===== src/rtl/atok_pkg.sv =====
package atok_pkg;

  // Occupancy of one pipeline slot
  typedef enum logic [1:0] {
    SLOT_EMPTY = 2'b00,
    SLOT_TOK   = 2'b01,
    SLOT_ANTI  = 2'b10
  } slot_e;

endpackage


===== src/rtl/atok_fate.sv =====
// Decides, for one position of the extended chain, whether its item is
// annihilated this cycle and whether it moves on. A token looks downstream,
// an anti-token looks upstream, each at most two positions away.
module atok_fate
  import atok_pkg::*;
#(
  parameter bit HEAD_SLOT = 1'b0,
  parameter bit TAIL_SLOT = 1'b0
) (
  input  slot_e l2,
  input  slot_e l1,
  input  slot_e me,
  input  slot_e r1,
  input  slot_e r2,
  input  logic  out_ready,
  output logic  kill,
  output logic  leave
);

  always_comb begin
    kill  = 1'b0;
    leave = 1'b0;
    case (me)
      SLOT_TOK: begin
        // meets an anti-token next door, or both head for the same hole
        kill  = (r1 == SLOT_ANTI) || ((r1 == SLOT_EMPTY) && (r2 == SLOT_ANTI));
        leave = TAIL_SLOT ? out_ready : (r1 == SLOT_EMPTY);
      end
      SLOT_ANTI: begin
        kill  = (l1 == SLOT_TOK) || ((l1 == SLOT_EMPTY) && (l2 == SLOT_TOK));
        leave = HEAD_SLOT ? 1'b0 : (l1 == SLOT_EMPTY);
      end
      default: begin
        kill  = 1'b0;
        leave = 1'b0;
      end
    endcase
  end

endmodule


===== src/rtl/atok_cell.sv =====
// One pipeline slot: occupancy register plus payload register.
module atok_cell
  import atok_pkg::*;
#(
  parameter int DATA_W = 16
) (
  input  logic              clk,
  input  logic              rst_n,
  input  logic              kill,
  input  logic              leave,
  input  logic              tok_in,
  input  logic              anti_in,
  input  logic [DATA_W-1:0] din,
  output slot_e             st_o,
  output logic [DATA_W-1:0] dat_o
);

  slot_e st_q, st_d;
  logic [DATA_W-1:0] dat_q;

  always_comb begin
    if (st_q == SLOT_EMPTY) begin
      if (tok_in)       st_d = SLOT_TOK;
      else if (anti_in) st_d = SLOT_ANTI;
      else              st_d = SLOT_EMPTY;
    end else if (kill || leave) begin
      st_d = SLOT_EMPTY;
    end else begin
      st_d = st_q;
    end
  end

  always_ff @(posedge clk or negedge rst_n) begin
    if (!rst_n) begin
      st_q  <= SLOT_EMPTY;
      dat_q <= '0;
    end else begin
      st_q <= st_d;
      if (tok_in) dat_q <= din;
    end
  end

  assign st_o  = st_q;
  assign dat_o = dat_q;

  AST_SINGLE_FILL: assert property (@(posedge clk) disable iff (!rst_n)
    !(tok_in && anti_in));

  AST_FILL_ONLY_EMPTY: assert property (@(posedge clk) disable iff (!rst_n)
    (tok_in || anti_in) |-> (st_q == SLOT_EMPTY));

endmodule


===== src/rtl/atok_chain.sv =====
module atok_chain
  import atok_pkg::*;
#(
  parameter int DEPTH  = 6,
  parameter int DATA_W = 16
) (
  input  logic              clk,
  input  logic              rst_n,
  input  logic              in_valid,
  input  logic [DATA_W-1:0] in_data,
  output logic              in_ready,
  output logic              up_cancel,
  output logic              out_valid,
  output logic [DATA_W-1:0] out_data,
  input  logic              out_ready,
  input  logic              cancel_req,
  output logic              cancel_ready
);

  // Extended position p: 0 = incoming token, 1..DEPTH = slots 0..DEPTH-1,
  // DEPTH+1 = incoming anti-token. Stored with an offset of 2 and empty padding.
  localparam int NPOS = DEPTH + 2;
  localparam int EXT  = DEPTH + 6;

  slot_e             st   [DEPTH];
  logic [DATA_W-1:0] dat  [DEPTH];
  logic [DATA_W-1:0] dsrc [DEPTH+1];
  slot_e             ext  [EXT];
  logic              kill [NPOS];
  logic              leave[NPOS];
  logic              in_acc, cancel_acc;

  assign in_ready     = (st[0] != SLOT_TOK);
  assign up_cancel    = (st[0] == SLOT_ANTI);
  assign out_valid    = (st[DEPTH-1] == SLOT_TOK);
  assign out_data     = dat[DEPTH-1];
  assign cancel_ready = (st[DEPTH-1] == SLOT_EMPTY);
  assign in_acc       = in_valid && in_ready;
  assign cancel_acc   = cancel_req && cancel_ready;

  always_comb begin
    for (int i = 0; i < EXT; i++) ext[i] = SLOT_EMPTY;
    ext[2] = in_acc ? SLOT_TOK : SLOT_EMPTY;
    for (int k = 0; k < DEPTH; k++) ext[k+3] = st[k];
    ext[DEPTH+3] = cancel_acc ? SLOT_ANTI : SLOT_EMPTY;
  end

  assign dsrc[0] = in_data;

  for (genvar p = 0; p < NPOS; p++) begin : g_fate
    atok_fate #(
      .HEAD_SLOT(p == 1),
      .TAIL_SLOT(p == DEPTH)
    ) u_fate (
      .l2       (ext[p]),
      .l1       (ext[p+1]),
      .me       (ext[p+2]),
      .r1       (ext[p+3]),
      .r2       (ext[p+4]),
      .out_ready(out_ready),
      .kill     (kill[p]),
      .leave    (leave[p])
    );
  end

  for (genvar k = 0; k < DEPTH; k++) begin : g_slot
    logic tok_in, anti_in;
    // token from upstream position k survives and steps in
    assign tok_in  = (ext[k+2] == SLOT_TOK)  && leave[k]   && !kill[k];
    // anti-token from downstream position k+2 survives and steps in
    assign anti_in = (ext[k+4] == SLOT_ANTI) && leave[k+2] && !kill[k+2];

    atok_cell #(.DATA_W(DATA_W)) u_cell (
      .clk    (clk),
      .rst_n  (rst_n),
      .kill   (kill[k+1]),
      .leave  (leave[k+1]),
      .tok_in (tok_in),
      .anti_in(anti_in),
      .din    (dsrc[k]),
      .st_o   (st[k]),
      .dat_o  (dat[k])
    );
    assign dsrc[k+1] = dat[k];
  end

  // ---------------------------------------------------------------- checks
  AST_OUT_HOLD: assert property (@(posedge clk) disable iff (!rst_n)
    (out_valid && !out_ready) |=> (out_valid && $stable(out_data)));

  AST_CANCEL_BLOCKS_OUT: assert property (@(posedge clk) disable iff (!rst_n)
    cancel_acc |=> !out_valid);

  AST_HEAD_HOLD: assert property (@(posedge clk) disable iff (!rst_n)
    (up_cancel && !in_valid) |=> up_cancel);

  AST_HEAD_ABSORB: assert property (@(posedge clk) disable iff (!rst_n)
    (up_cancel && in_valid) |=> (!up_cancel && in_ready));

  for (genvar k = 0; k < DEPTH - 1; k++) begin : g_pair_chk
    AST_PAIR_ANNIHILATE: assert property (@(posedge clk) disable iff (!rst_n)
      (st[k] == SLOT_TOK && st[k+1] == SLOT_ANTI)
      |=> (st[k] == SLOT_EMPTY && st[k+1] == SLOT_EMPTY));
  end

  for (genvar k = 0; k < DEPTH - 2; k++) begin : g_tok_chk
    AST_TOKEN_STEP: assert property (@(posedge clk) disable iff (!rst_n)
      (st[k] == SLOT_TOK && st[k+1] == SLOT_EMPTY && st[k+2] != SLOT_ANTI)
      |=> (st[k+1] == SLOT_TOK && dat[k+1] == $past(dat[k])));
  end

  for (genvar k = 2; k < DEPTH; k++) begin : g_anti_chk
    AST_ANTI_STEP: assert property (@(posedge clk) disable iff (!rst_n)
      (st[k] == SLOT_ANTI && st[k-1] == SLOT_EMPTY && st[k-2] != SLOT_TOK)
      |=> (st[k-1] == SLOT_ANTI));
  end

endmodule


===== config.mk =====
export PLATFORM = sky130hd
export DESIGN_NAME = atok_chain
export DESIGN_NICKNAME = d
export VERILOG_FILES = /design/src/rtl/atok_pkg.sv /design/src/rtl/atok_fate.sv /design/src/rtl/atok_cell.sv /design/src/rtl/atok_chain.sv
export SDC_FILE = /design/constraint.sdc
export NUM_CORES = 1
export LEC_CHECK = 0
export BUFFER_PORTS_ARGS = -buffer_cell sky130_fd_sc_hd__buf_2
export CORE_MARGIN = 2
export CORE_UTILIZATION = 29
export DETAILED_ROUTE_END_ITERATION = 6
export HOLD_SLACK_MARGIN = 0.06
export MAX_ROUTING_LAYER = met4
export PLACE_DENSITY_LB_ADDON = 0.12
export SLEW_MARGIN = 20
export SYNTH_ARGS = -nofsm -noshare
export SYNTH_HDL_FRONTEND = slang
export SYNTH_SLANG_ARGS = --single-unit

===== constraint.sdc =====
create_clock -name clk -period 2.65 [get_ports clk]
set_input_delay 0.265 -clock clk [delete_from_list [all_inputs] [get_ports clk]]
set_output_delay 0.265 -clock clk [all_outputs]
set_load 0.02 [all_outputs]

Word-level counts from Yosys, hierarchy flattened
Cells that the tools add are included.

Register bits: 108. Input port bits: 21. Output and inout bits: 20. Word-level logic and storage cells: 147.

Eq/ne operators: 17. Muxes and demuxes: 42. Reductions and logical operators: 76.

Operator list (count): $mux W2 (25); $logic_and A1 B1 Y1 (38); $pmux W1 S2 (13); $logic_or A1 B1 Y1 (18); $eq A2 B1 Y1 const B (7); $eq A2 B2 Y1 const B (7); $logic_not A2 Y1 (6); $reduce_bool A2 Y1 (6); $logic_not A1 Y1 (8); $mux W1 (4); $eq A1 B2 Y1 const B (1); $ne A2 B1 Y1 const B (1); $eq A1 B1 Y1 const B (1).

Longest topological paths before layout
Depth in word-level cells: 12. Gate-level depth with buffers: 8.

By module
A second synthesis with hierarchy kept.

Cells, all modules: 376. Area, all modules: 5233.8 µm².

By module, submodules not included: atok_cell (instances 6, cells an instance 41, area each 723.2 µm²); atok_fate (g_fate[0].u_fate ...) (instances 6, cells an instance 14, area each 88.8 µm²); atok_chain (instances 1, cells an instance 19, area each 171.4 µm²); atok_fate (g_fate[1].u_fate) (instances 1, cells an instance 13, area each 95.1 µm²); atok_fate (g_fate[6].u_fate) (instances 1, cells an instance 14, area each 95.1 µm²).

Worst setup path after synthesis
OpenSTA, ideal clock, no wires.

Path kind: register to register. Start point: register g_slot[5].u_cell.st_q[0]. End point: register g_slot[5].u_cell.dat_q[10]. Setup time: 0.125 ns. Arrival: 1.985 ns. Required time: 2.525 ns. Setup slack: 0.541 ns. Cell stages (with the launch flop): 9. Buffers on the path: 2. Period minus slack after synthesis: 2.109 ns. Cell sequence: dfrtp_1 > inv_1 > ha_1 > a22oi_1 > nor2b_1 > o2111a_1 > buf_2 > buf_2 > mux2_2.

Cells in the longest elaborated chain, start to end: 9. Elaborated cells on any way between the ends: 12.

RTL lines: start, declared (line atok_cell.sv:18) `slot_e st_q, st_d;`; start signal, assigned (line atok_cell.sv:38) `st_q <= st_d;`; $logic_not A2 Y1 (*) (line atok_chain.sv:37) `assign cancel_ready = (st[DEPTH-1] == SLOT_EMPTY);`; net cancel_ready (line atok_chain.sv:17) `output logic cancel_ready`; $logic_and A1 B1 Y1 (line atok_chain.sv:39) `assign cancel_acc = cancel_req && cancel_ready;`; $mux W2 (line atok_chain.sv:45) `ext[DEPTH+3] = cancel_acc ? SLOT_ANTI : SLOT_EMPTY;`; $eq A2 B2 Y1 (line atok_fate.sv:26) `kill = (r1 == SLOT_ANTI) || ((r1 == SLOT_EMPTY) && (r2 == SLOT_ANTI));`; $logic_and A1 B1 Y1 (line atok_fate.sv:26); $logic_or A1 B1 Y1 (line atok_fate.sv:26); $pmux W1 S2 (line atok_fate.sv:23) `case (me)`; $logic_not A1 Y1 (line atok_chain.sv:69) `assign tok_in = (ext[k+2] == SLOT_TOK) && leave[k] && !kill[k];`; $logic_and A1 B1 Y1 (*) (line atok_chain.sv:69); end signal, assigned (line atok_cell.sv:39) `if (tok_in) dat_q <= din;`; end, declared (line atok_cell.sv:19) `logic [DATA_W-1:0] dat_q;`.

Mark *: on every way through the listed nets, which the timed path passes. The rest lies on a longest branch. A chain may end at the register's enable or synchronous reset.

Final worst setup path
Start point: register g_slot[1].u_cell.st_q[1]. End point: register g_slot[3].u_cell.dat_q[2].

Cells in the longest elaborated chain, start to end: 6. Elaborated cells on any way between the ends: 9.

RTL lines: start, declared (line atok_cell.sv:18); start signal, assigned (line atok_cell.sv:38); $logic_not A2 Y1 (line atok_fate.sv:30, atok_fate.sv:31); $logic_and A1 B1 Y1 (line atok_fate.sv:30) `kill = (l1 == SLOT_TOK) || ((l1 == SLOT_EMPTY) && (l2 == SLOT_TOK));`; $logic_or A1 B1 Y1 (line atok_fate.sv:30); $pmux W1 S2 (line atok_fate.sv:23); $logic_not A1 Y1 (line atok_chain.sv:69); $logic_and A1 B1 Y1 (*) (line atok_chain.sv:69); end signal, assigned (line atok_cell.sv:39); end, declared (line atok_cell.sv:19).

Every way passes the cells marked *; elsewhere a longest branch is shown, timed or not.

==> flow_metrics.tcl <==
set metrics [dict create \
    status "finished, final reports clean" \
    drtIter0Drc 130 \
    cts_resized 0 \
    synthToLayoutAreaGrowth_pct 15.3 \
    core_area_um2 15900 \
    grt_pass1_wl_mm 14.3 \
    design.portCount 41 \
    fp.dieArea_um2 17300 \
    fmax_mhz 487 \
    min_path_cells 2 \
    clk_pin_slew_ps 70 \
    antenna_found_initial 0 \
    port_buffers 40 \
    fin_skew_ps 7.26 \
    p_total_w 0.00524 \
    num_rows 46 \
    finalSetupViolations 0 \
    worstRegToRegCells 7 \
    place_hpwl_mm 5.88 \
    cts-root-buf "clkbuf_16" \
    hold_path_class "in -> reg" \
    critPathRequiredTime_ps 2880 \
    track_usage_pct 10.6 \
    critical-path-max-stage-delay_ps 370 \
    layout_commonest_cell "dfrtp_1" \
    synth_warnings 0 \
    worstSkewPairLatency_ps 340 \
    hp-start "in_data[5]" \
    viasPerCell 4.39 \
    synth.net_count 376 \
    worstSetupEndpointType "register" \
    cts_buffers 9 \
    fin_crit_sh_pct 77.5 \
    r2r_start "g_slot[1].u_cell.st_o[1]" \
    max-vdd-ir-drop_mv 0.398 \
    cp-start-kind "register" \
    drc 0 \
    rsz0062_at_grt "false" \
    syn-cell-area_um2 4730 \
    post_drt_wl_per_cell_um 13.9 \
    place_ws_ps 584 \
    fin_crit_ps 2050 \
    cts_tree "yes" \
    routed_wl_mm 8.23 \
    gp_congestion 0.784 \
    dp_cells 573 \
    synthArstFlopShare_pct 100 \
    fin_cells 590 \
    tns_ps 0 \
    p_leak_nw 2.63 \
    dr.pass1.iters 4 \
    rrSetupSlack_ps 600 \
    p_per_area_nw_per_um2 961 \
    grt_max_degree 57 \
    synth_cell_types 39 \
    cp_cell_sequence "inv_1, ha_1, and4bb_1, a21oi_1, nor4_4, buf_4, mux2_2" \
    ant_nets 0 \
    ys_seq_area_share_pct 57.1 \
    maxCapViolCount 0 \
    drv_slew 0 \
    final_util_pct 34.3 \
    die_h_um 132 \
    h-tree-depth 3 \
    finalNetCount 409 \
    crit_type "reg -> reg" \
    initial_core_util_pct 29.8 \
    cp.arrival_ps 2290 \
    relSlewSlack_pct 54.0 \
    layout_common_cells "dfrtp_1, mux2_2, buf_2" \
    synthFlopType "dfrtp_1" \
    overflow 0 \
    fin_ws_ps 595 \
    regToRegEndpoint "g_slot[3].u_cell.dat_o[2]" \
    path_max_fanout 17 \
    hold_violations 0 \
    die_x_um 132 \
    worstMarginPinSlew_ps 690 \
    startpoint "g_slot[1].u_cell.st_o[1]" \
    first_global_vias 2727 \
    min_to "g_slot[0].u_cell.dat_o[5]" \
    slowest_stage "dfrtp_1" \
    syn_avg_cell_area_um2 14.1 \
    insertedDiodeCount 0 \
    drive_above_1_share_pct 40.9 \
    syn_inst 336 \
    synth-edff-count 0 \
    cts_buffer_depth 2 \
    num_vias 2590 \
    clkSinkCount 108 \
    ys_seq_elements 108 \
]
[routing by layer]
layer,wire [µm],vias up,track usage [%]
met5,0,-,-
met4,157,0,5.25
met3,203,11,2.04
met2,3340,35,14.2
met1,4520,1289,15.2
li1,-,1255,-
[registers in the layout, summed over array words and instances (netlist names)]
signal,count
g_slot.u_cell.st_o,12
g_slot.u_cell.dat_o,96
[where the power goes]
| group | internal, W | switching, W |
|---|---|---|
| registers | 0.00218 | 0.000296 |
| logic | 0.000686 | 0.000530 |
| clock network | 0.000955 | 0.000594 |
| total | 0.00382 | 0.00142 |
[cell families (layout without fill, tap and decap cells)]
kind of cell | Yosys count | in the layout | share of synthesized area [%]
buffers and inverters | 44 | 82 | 5.11
AO/OA/AOI/OAI | 40 | 40 | 6.11
multiplexers | 97 | 97 | 23.1
AND/OR/NAND/NOR | 28 | 28 | 3.55
adder cells (fa/ha/maj) | 19 | 19 | 5.03
flip-flops | 108 | 108 | 57.1
[worst max-delay path by stage]
stage | cells after the start | end
2_1_floorplan | 8 | g_slot[5].u_cell.dat_o[10]
3_3_place_gp | 7 | g_slot[1].u_cell.st_o[1]
3_5_place_dp | 7 | g_slot[3].u_cell.dat_o[2]
4_1_cts | 7 | g_slot[3].u_cell.dat_o[2]
5_1_grt | 7 | g_slot[1].u_cell.st_o[1]
6_report | 7 | g_slot[3].u_cell.dat_o[2]
[what timing repair did]
action / CTS / global route
hold buffers: 1 / 0
endpoints found under the hold margin: 52 / 0
buffers inserted: 0 / 0
[critical path, delay by kind of cell (launching register included)]
family	cells	cell delay, ps
AND/OR/NAND/NOR	2	520
multiplexers	1	360
buffers and inverters	2	360
AO/OA/AOI/OAI	1	70
flip-flops	1	370
adder cells (fa/ha/maj)	1	260
[stage by stage]
step,area [µm²],hold slack [ps]
detailed placement,5090,359
finish,5450,145
global placement,5090,366
global route,5450,137
CTS,5450,133
floorplan,4730,-30.6
[synth_stat cells, types with 3 or more instances]
library cell	count	area share [%]
dfrtp_1	108	57
buf_2	7	0.74
mux2_2	86	20
nand3_1	3	0.32
buf_4	16	2.5
nand2_1	11	0.87
inv_1	18	1.4
mux2_1	10	2.4
a21o_1	4	0.63
a22o_1	4	0.74
ha_1	19	5.0
a21oi_1	9	0.95
o21ai_0	8	0.85
[cell type report]
type | count | area [µm²]
Clock buffer | 11 | 243
Clock inverter | 5 | 108
Fill cell | 1615 | 10400
Inverter | 18 | 67.6
Multi-Input combinational cell | 184 | 1790
Sequential cell | 108 | 2700
Tap cell | 216 | 270
Timing Repair Buffer | 48 | 278
No activity file was read; power rests on OpenSTA's default activity.
